--- src/rtl/flow_ctl_pkg.sv ---
package flow_ctl_pkg;
  // status the datapath reports to the control
  typedef struct packed {
    logic atUpper;
    logic belowLower;
    logic clearHigh;
    logic reqManual;
  } dpStat_t;

  // state the control hands to the datapath
  typedef struct packed {
    logic holdOff;
    logic txAllow;
  } ctlStrb_t;
endpackage

--- src/rtl/flow_ctl_dp.sv ---
module flow_ctl_dp
  import flow_ctl_pkg::*;
#(
  parameter int LVL_W       = 7,
  parameter int SYNC_STAGES = 2
) (
  input  logic             clk,
  input  logic             rstN,
  input  logic             lineSel,
  input  logic             manualRts,
  input  logic             manualDtr,
  input  logic             ctsN,
  input  logic             dsrN,
  input  logic [LVL_W-1:0] rxLevel,
  input  logic [LVL_W-1:0] upperThr,
  input  logic [LVL_W-1:0] lowerThr,
  input  logic [LVL_W-1:0] trigLevel,
  input  ctlStrb_t         ctl,
  output dpStat_t          stat,
  output logic             rtsN,
  output logic             dtrN,
  output logic             rxIrq
);
  localparam int NUM_LINES = 2;

  logic [NUM_LINES-1:0] clearRaw;
  logic [NUM_LINES-1:0] clearSync;
  logic                 reqPinN;
  logic                 lowerValid;

  assign clearRaw = {dsrN, ctsN};

  // one synchroniser chain per clear line; reset to "not clear"
  for (genvar g = 0; g < NUM_LINES; g++) begin : g_sync
    logic [SYNC_STAGES-1:0] stage;
    always_ff @(posedge clk or negedge rstN) begin
      if (!rstN) stage <= '1;
      else       stage <= {stage[SYNC_STAGES-2:0], clearRaw[g]};
    end
    assign clearSync[g] = stage[SYNC_STAGES-1];
  end

  // threshold compare; inverted thresholds fall back to the upper bound
  assign lowerValid      = lowerThr < upperThr;
  assign stat.atUpper    = rxLevel >= upperThr;
  assign stat.belowLower = lowerValid ? (rxLevel < lowerThr) : (rxLevel < upperThr);
  assign stat.clearHigh  = lineSel ? clearSync[1] : clearSync[0];
  assign stat.reqManual  = lineSel ? manualDtr : manualRts;

  // pin mux: selected pin carries the automatic request, other is GPIO
  assign reqPinN = !(stat.reqManual && !ctl.holdOff);
  assign rtsN    = lineSel ? !manualRts : reqPinN;
  assign dtrN    = lineSel ? reqPinN : !manualDtr;

  always_ff @(posedge clk or negedge rstN) begin
    if (!rstN) rxIrq <= 1'b0;
    else       rxIrq <= rxLevel >= trigLevel;
  end


  unsel_rts_chk: assert property (@(posedge clk) disable iff (!rstN)
    lineSel |-> (rtsN == !manualRts));

  unsel_dtr_chk: assert property (@(posedge clk) disable iff (!rstN)
    !lineSel |-> (dtrN == !manualDtr));

  manual_off_chk: assert property (@(posedge clk) disable iff (!rstN)
    (!lineSel && !manualRts) |-> rtsN);
endmodule

--- src/rtl/flow_ctl_ctrl.sv ---
module flow_ctl_ctrl
  import flow_ctl_pkg::*;
(
  input  logic     clk,
  input  logic     rstN,
  input  logic     autoRxEn,
  input  logic     autoTxEn,
  input  logic     txBoundary,
  input  dpStat_t  stat,
  output ctlStrb_t ctl
);
  logic holdOff;
  logic holdNext;
  logic txAllow;
  logic allowNext;

  always_comb begin
    holdNext = holdOff;
    if (!(autoRxEn && stat.reqManual))   holdNext = 1'b0;
    else if (holdOff && stat.belowLower) holdNext = 1'b0;
    else if (!holdOff && stat.atUpper)   holdNext = 1'b1;
  end

  always_comb begin
    allowNext = txAllow;
    if (!autoTxEn)       allowNext = 1'b1;
    else if (txBoundary) allowNext = !stat.clearHigh;
  end

  always_ff @(posedge clk or negedge rstN) begin
    if (!rstN) begin
      holdOff <= 1'b0;
      txAllow <= 1'b1;
    end else begin
      holdOff <= holdNext;
      txAllow <= allowNext;
    end
  end

  assign ctl.holdOff = holdOff;
  assign ctl.txAllow = txAllow;


  hold_set_chk: assert property (@(posedge clk) disable iff (!rstN)
    (autoRxEn && stat.reqManual && stat.atUpper && !holdOff) |=> holdOff);

  hold_gate_chk: assert property (@(posedge clk) disable iff (!rstN)
    !(autoRxEn && stat.reqManual) |=> !holdOff);

  tx_free_chk: assert property (@(posedge clk) disable iff (!rstN)
    !autoTxEn |=> txAllow);

  tx_hold_chk: assert property (@(posedge clk) disable iff (!rstN)
    (autoTxEn && !txBoundary) |=> $stable(txAllow));
endmodule

--- src/rtl/uart_flow_ctl.sv ---
module uart_flow_ctl
  import flow_ctl_pkg::*;
#(
  parameter int FIFO_DEPTH  = 64,
  parameter int SYNC_STAGES = 2,
  localparam int LVL_W      = $clog2(FIFO_DEPTH + 1)
) (
  input  logic             clk,
  input  logic             rstN,
  input  logic             autoRxEn,
  input  logic             autoTxEn,
  input  logic             lineSel,
  input  logic             manualRts,
  input  logic             manualDtr,
  input  logic             ctsN,
  input  logic             dsrN,
  input  logic             txBoundary,
  input  logic [LVL_W-1:0] rxLevel,
  input  logic [LVL_W-1:0] upperThr,
  input  logic [LVL_W-1:0] lowerThr,
  input  logic [LVL_W-1:0] trigLevel,
  output logic             rtsN,
  output logic             dtrN,
  output logic             txAllow,
  output logic             rxIrq
);
  dpStat_t  stat;
  ctlStrb_t ctl;

  flow_ctl_dp #(.LVL_W(LVL_W), .SYNC_STAGES(SYNC_STAGES)) u_dp (
    .clk(clk), .rstN(rstN), .lineSel(lineSel),
    .manualRts(manualRts), .manualDtr(manualDtr),
    .ctsN(ctsN), .dsrN(dsrN), .rxLevel(rxLevel),
    .upperThr(upperThr), .lowerThr(lowerThr), .trigLevel(trigLevel),
    .ctl(ctl), .stat(stat), .rtsN(rtsN), .dtrN(dtrN), .rxIrq(rxIrq)
  );

  flow_ctl_ctrl u_ctrl (
    .clk(clk), .rstN(rstN), .autoRxEn(autoRxEn), .autoTxEn(autoTxEn),
    .txBoundary(txBoundary), .stat(stat), .ctl(ctl)
  );

  assign txAllow = ctl.txAllow;
endmodule

--- config.mk ---
export PLATFORM = sky130hd
export DESIGN_NAME = uart_flow_ctl
export DESIGN_NICKNAME = d
export VERILOG_FILES = /design/src/rtl/flow_ctl_pkg.sv /design/src/rtl/flow_ctl_dp.sv /design/src/rtl/flow_ctl_ctrl.sv /design/src/rtl/uart_flow_ctl.sv
export SDC_FILE = /design/constraint.sdc
export NUM_CORES = 1
export LEC_CHECK = 0
export BUFFER_PORTS_ARGS = -buffer_cell sky130_fd_sc_hd__buf_2
export CAP_MARGIN = 10
export CORE_MARGIN = 8
export CORE_UTILIZATION = 49
export CTS_CLUSTER_SIZE = 14
export DETAILED_ROUTE_END_ITERATION = 8
export GPL_ROUTABILITY_DRIVEN = 0
export PLACE_DENSITY = 0.89
export SYNTH_ARGS = -nofsm -noshare
export SYNTH_HDL_FRONTEND = slang
export SYNTH_SLANG_ARGS = --single-unit
--- constraint.sdc ---
create_clock -name clk -period 1.49 [get_ports clk]
set_input_delay 0.0745 -clock clk [delete_from_list [all_inputs] [get_ports clk]]
set_output_delay 0.0745 -clock clk [all_outputs]
set_load 0.01 [all_outputs]
==> impl_summary.md <==
Timing
The fmax is 0.919 GHz. The total count of max-transition violations in the final report is 0. Between clock sinks in the finished design, the worst skew comes to ~1.9 ps.

The worst path needs roughly 1100 ps of the cycle, external delays included. Setup repair after global routing left no endpoint under its margin. The final clock period utilization by the worst path is 0.730. Adding up every negative setup slack in the final design gives 0 ps. The final number of hold-violating endpoints is 0. The final setup slack of the worst path is approximately 400 ps. At the pin with the least slew margin, the transition time is 206 ps. The number of failing setup endpoints in the final timing report is 0. The worst slew slack as a fraction of its limit is 0.861.

Route
Wires add up to between 2000 and 2500 um. The iteration-0 DRC count of the detailed router is 15. The routed wirelength normalized by instance count is 12.6 um. The count of nets left with antenna violations once routing finished came out at 0. The post-route DRC violation count is 0. The average via count per standard cell is 4.98. For this run, the detailed router's first-pass iteration total came to 4. The routed layout has 902 vias.

Pwr
The share of total power dissipated in sequential elements is 0.328. The share of total power consumed by net switching is 0.316. The proportion of power drawn by combinational gates is 0.414. The design draws 0.652 mW. The total power density per cell area is 545 mW/mm^2. The leakage component of the power is approximately 0.7 nW.

Across the VDD grid, the largest voltage drop is roughly 0.00027 V. The share of total power dissipated in the clock network is 0.258. The internal power is around 0.45 mW. In this run the power spent charging and discharging nets is 0.206 mW.

GRT
The first global-routing pass estimated 3750 um of wire. The initial antenna violation count came to 0. In the global route stage, overall resource usage came out at 0.135. The overall overflow remaining after global route is 0. The largest net degree at the start of global routing is 8. The number of global-route vias before repair is 898.

Placement
The half-perimeter wire length of the detailed placement result is 1930 um. Port buffering added 41 buffers. The post-placement worst setup slack is 165 ps.

Final layout
The antenna diode count is 0. At the end of the flow, the number of nets in the layout was between 200 and 250. From synthesis to final layout, the design area changed by 33.9%. The share of cells above drive strength 1 is 0.333.

Worst setup path
The top fanout value on the critical path is 3. The worst setup path is of the input port to flop kind. The type of element capturing the critical path is a flop.

The endpoint required time on the critical path is 1610 ps. For the worst setup path, the data arrival time is 1210 ps. STA classifies the critical path startpoint as an input port.

Die
The die area is 0.00345 mm^2. The floorplan step set the die height to 58.7 um. Row generation in the floorplan step produced 15 rows. The horizontal die dimension is 58.7 um.

The initial utilization of the core area, before any placement, comes to 0.517. In this run the standard cell core region covers 0.00173 mm^2. The I/O pin count is 42.

Synthesis
The synthesis warning total is 0. In the post-synthesis netlist, the biggest area contributors are sky130_fd_sc_hd__ha_1, sky130_fd_sc_hd__dfstp_2, sky130_fd_sc_hd__inv_1. The number of synthesized flops with an enable pin is 0. The average instance in the mapped netlist occupies 8.35 um^2. The synthesized netlist occupies a cell area of 893 um^2. The top cell type by total area after synthesis is sky130_fd_sc_hd__ha_1.

The area share of the leading cell type in the synthesized netlist is 0.364. Of the synthesized area, sequential elements account for 0.203. The share of synthesized registers carrying an async set or reset is 1.00. The synthesized net count is 171. The distinct cell type count after synthesis is 20. The cell count after synthesis came out at 107. Counting flops and latches in the post-synthesis netlist gives 7.

The most common flop cell mapped by yosys is sky130_fd_sc_hd__dfstp_2.

Clock tree
In this run, CTS created clock tree buffers numbering 3. The number of resized instances in the post-cts repair step is 0. TritonCTS built the clock tree. Clock-pin slew was measured on the worst setup and hold paths at 50 ps.

The maximum buffer depth of the clock tree is 2. The depth of the CTS H-tree is 1. For the worst-skew pair, the clock arrives at the later sink with an insertion delay of 250 ps.

The clock drives 7 sinks. After clock tree synthesis, the flow added hold-fix buffers numbering 4. Clock tree synthesis selected as its root buffer the cell sky130_fd_sc_hd__clkbuf_4. The number of setup buffers added after CTS is 0.

Outcome
The run finished with clean final reports.

Min path
The min-delay analysis places its worst path in the category input port to flop.

Flow run
The number of maximum-capacitance constraint violations is 0.
registers in the layout, summed over array words and instances (netlist names):
name / cells
u_ctrl.txAllow: 1
u_dp.g_sync.stage: 4
u_ctrl.holdOff: 1
u_dp.rxIrq: 1
cell type report:
class | count | area, um^2
Multi-Input combinational cell | 80 | 637
Fill cell | 150 | 531
Sequential cell | 7 | 181
Clock buffer | 4 | 26.3
Timing Repair Buffer | 45 | 245
Tap cell | 25 | 31.3
Inverter | 20 | 75.1
routing by layer:
metal  global-route usage  up-vias  wire (um)
li1                     -      466          -
met1                0.141      407        906
met2                0.261       27       1240
met3               0.0239        2        120
met4               0.0410        0         18
met5                    0        -          0
metrics by stage:
step,area [um^2],hold WS (ps),std cells,util
floorplan,893,-221,107,-
global placement,1130,-95.6,173,0.654
detailed placement,1130,-92.4,173,0.654
CTS,1200,63.9,181,0.693
global route,1200,75.3,181,0.693
finish,1200,78.2,181,0.693
placed cells by master (no fill, tap or decap), drive strengths merged, types with 3 or more instances in the layout:
| master | instances |
|---|---|
| a21o | 5 |
| a21oi | 11 |
| buf | 41 |
| clkbuf | 4 |
| dfstp | 5 |
| dlygate4sd3 | 4 |
| ha | 26 |
| inv | 20 |
| nand2 | 11 |
| nand2b | 3 |
| nor2 | 3 |
| o21ai | 9 |
kinds of logic (layout without fill, tap and decap cells):
family / count (synthesis) / after routing / share of synthesized area
AOI/OAI and AO/OA: 27 / 27 / 0.186
adders and majority gates: 26 / 26 / 0.364
and+or+nand+nor: 24 / 24 / 0.126
buffers and inverters: 20 / 69 / 0.0840
DFF: 7 / 7 / 0.203
muxes: 3 / 3 / 0.0364
path summary, 6_finish.rpt:
check / from / endpoint / slack [ps] / depth (start not counted)
setup / recovery: rxLevel[6] / u_ctrl.holdOff$_DFFE_PN0P_ / 400 / 7
hold / removal: txBoundary / u_ctrl.txAllow$_DFFE_PN1P_ / 80 / 3
setup reg to reg: u_dp.g_sync[1].stage[1]$_DFF_PN1_ / u_ctrl.txAllow$_DFFE_PN1P_ / 580 / 4
hold reg to reg: u_dp.g_sync[1].stage[0]$_DFF_PN1_ / u_dp.g_sync[1].stage[1]$_DFF_PN1_ / 360 / 0
max in group asynchronous: rstN / u_dp.g_sync[1].stage[0]$_DFF_PN1_ / 1040 / 2
min in group asynchronous: rstN / u_dp.rxIrq$_DFF_PN0_ / 220 / 2
critical path, stage by stage:
cell and delay [ps]:
sky130_fd_sc_hd__buf_2 120, sky130_fd_sc_hd__ha_1 310, sky130_fd_sc_hd__a21oi_1 190, sky130_fd_sc_hd__o21ai_1 120
sky130_fd_sc_hd__a21o_1 160, sky130_fd_sc_hd__mux2i_1 160, sky130_fd_sc_hd__a221oi_2 80
synth_stat cells, types with 2 or more instances:
master                     number
sky130_fd_sc_hd__a21oi_1        9
sky130_fd_sc_hd__nand4_1        2
sky130_fd_sc_hd__nand2_1       11
sky130_fd_sc_hd__a21o_1         5
sky130_fd_sc_hd__nand3_1        2
sky130_fd_sc_hd__nor2b_1        2
sky130_fd_sc_hd__dfstp_2        5
sky130_fd_sc_hd__nor2_1         3
sky130_fd_sc_hd__o21ai_1        8
sky130_fd_sc_hd__a21oi_2        2
sky130_fd_sc_hd__mux2_1         2
sky130_fd_sc_hd__ha_1          26
sky130_fd_sc_hd__dfrtp_1        2
sky130_fd_sc_hd__nand2b_1       3
sky130_fd_sc_hd__inv_1         20
power by group through the flow:
stage	Clock [mW]	Combinational [mW]	Sequential (mW)
CTS	0.175	0.271	0.214
global route	0.179	0.312	0.215
finish	0.168	0.270	0.214
global placement	0	0.247	0.216
floorplan	0	0.154	0.218
detailed placement	0	0.261	0.216
Note: power is estimated with default switching activity, not from simulation.
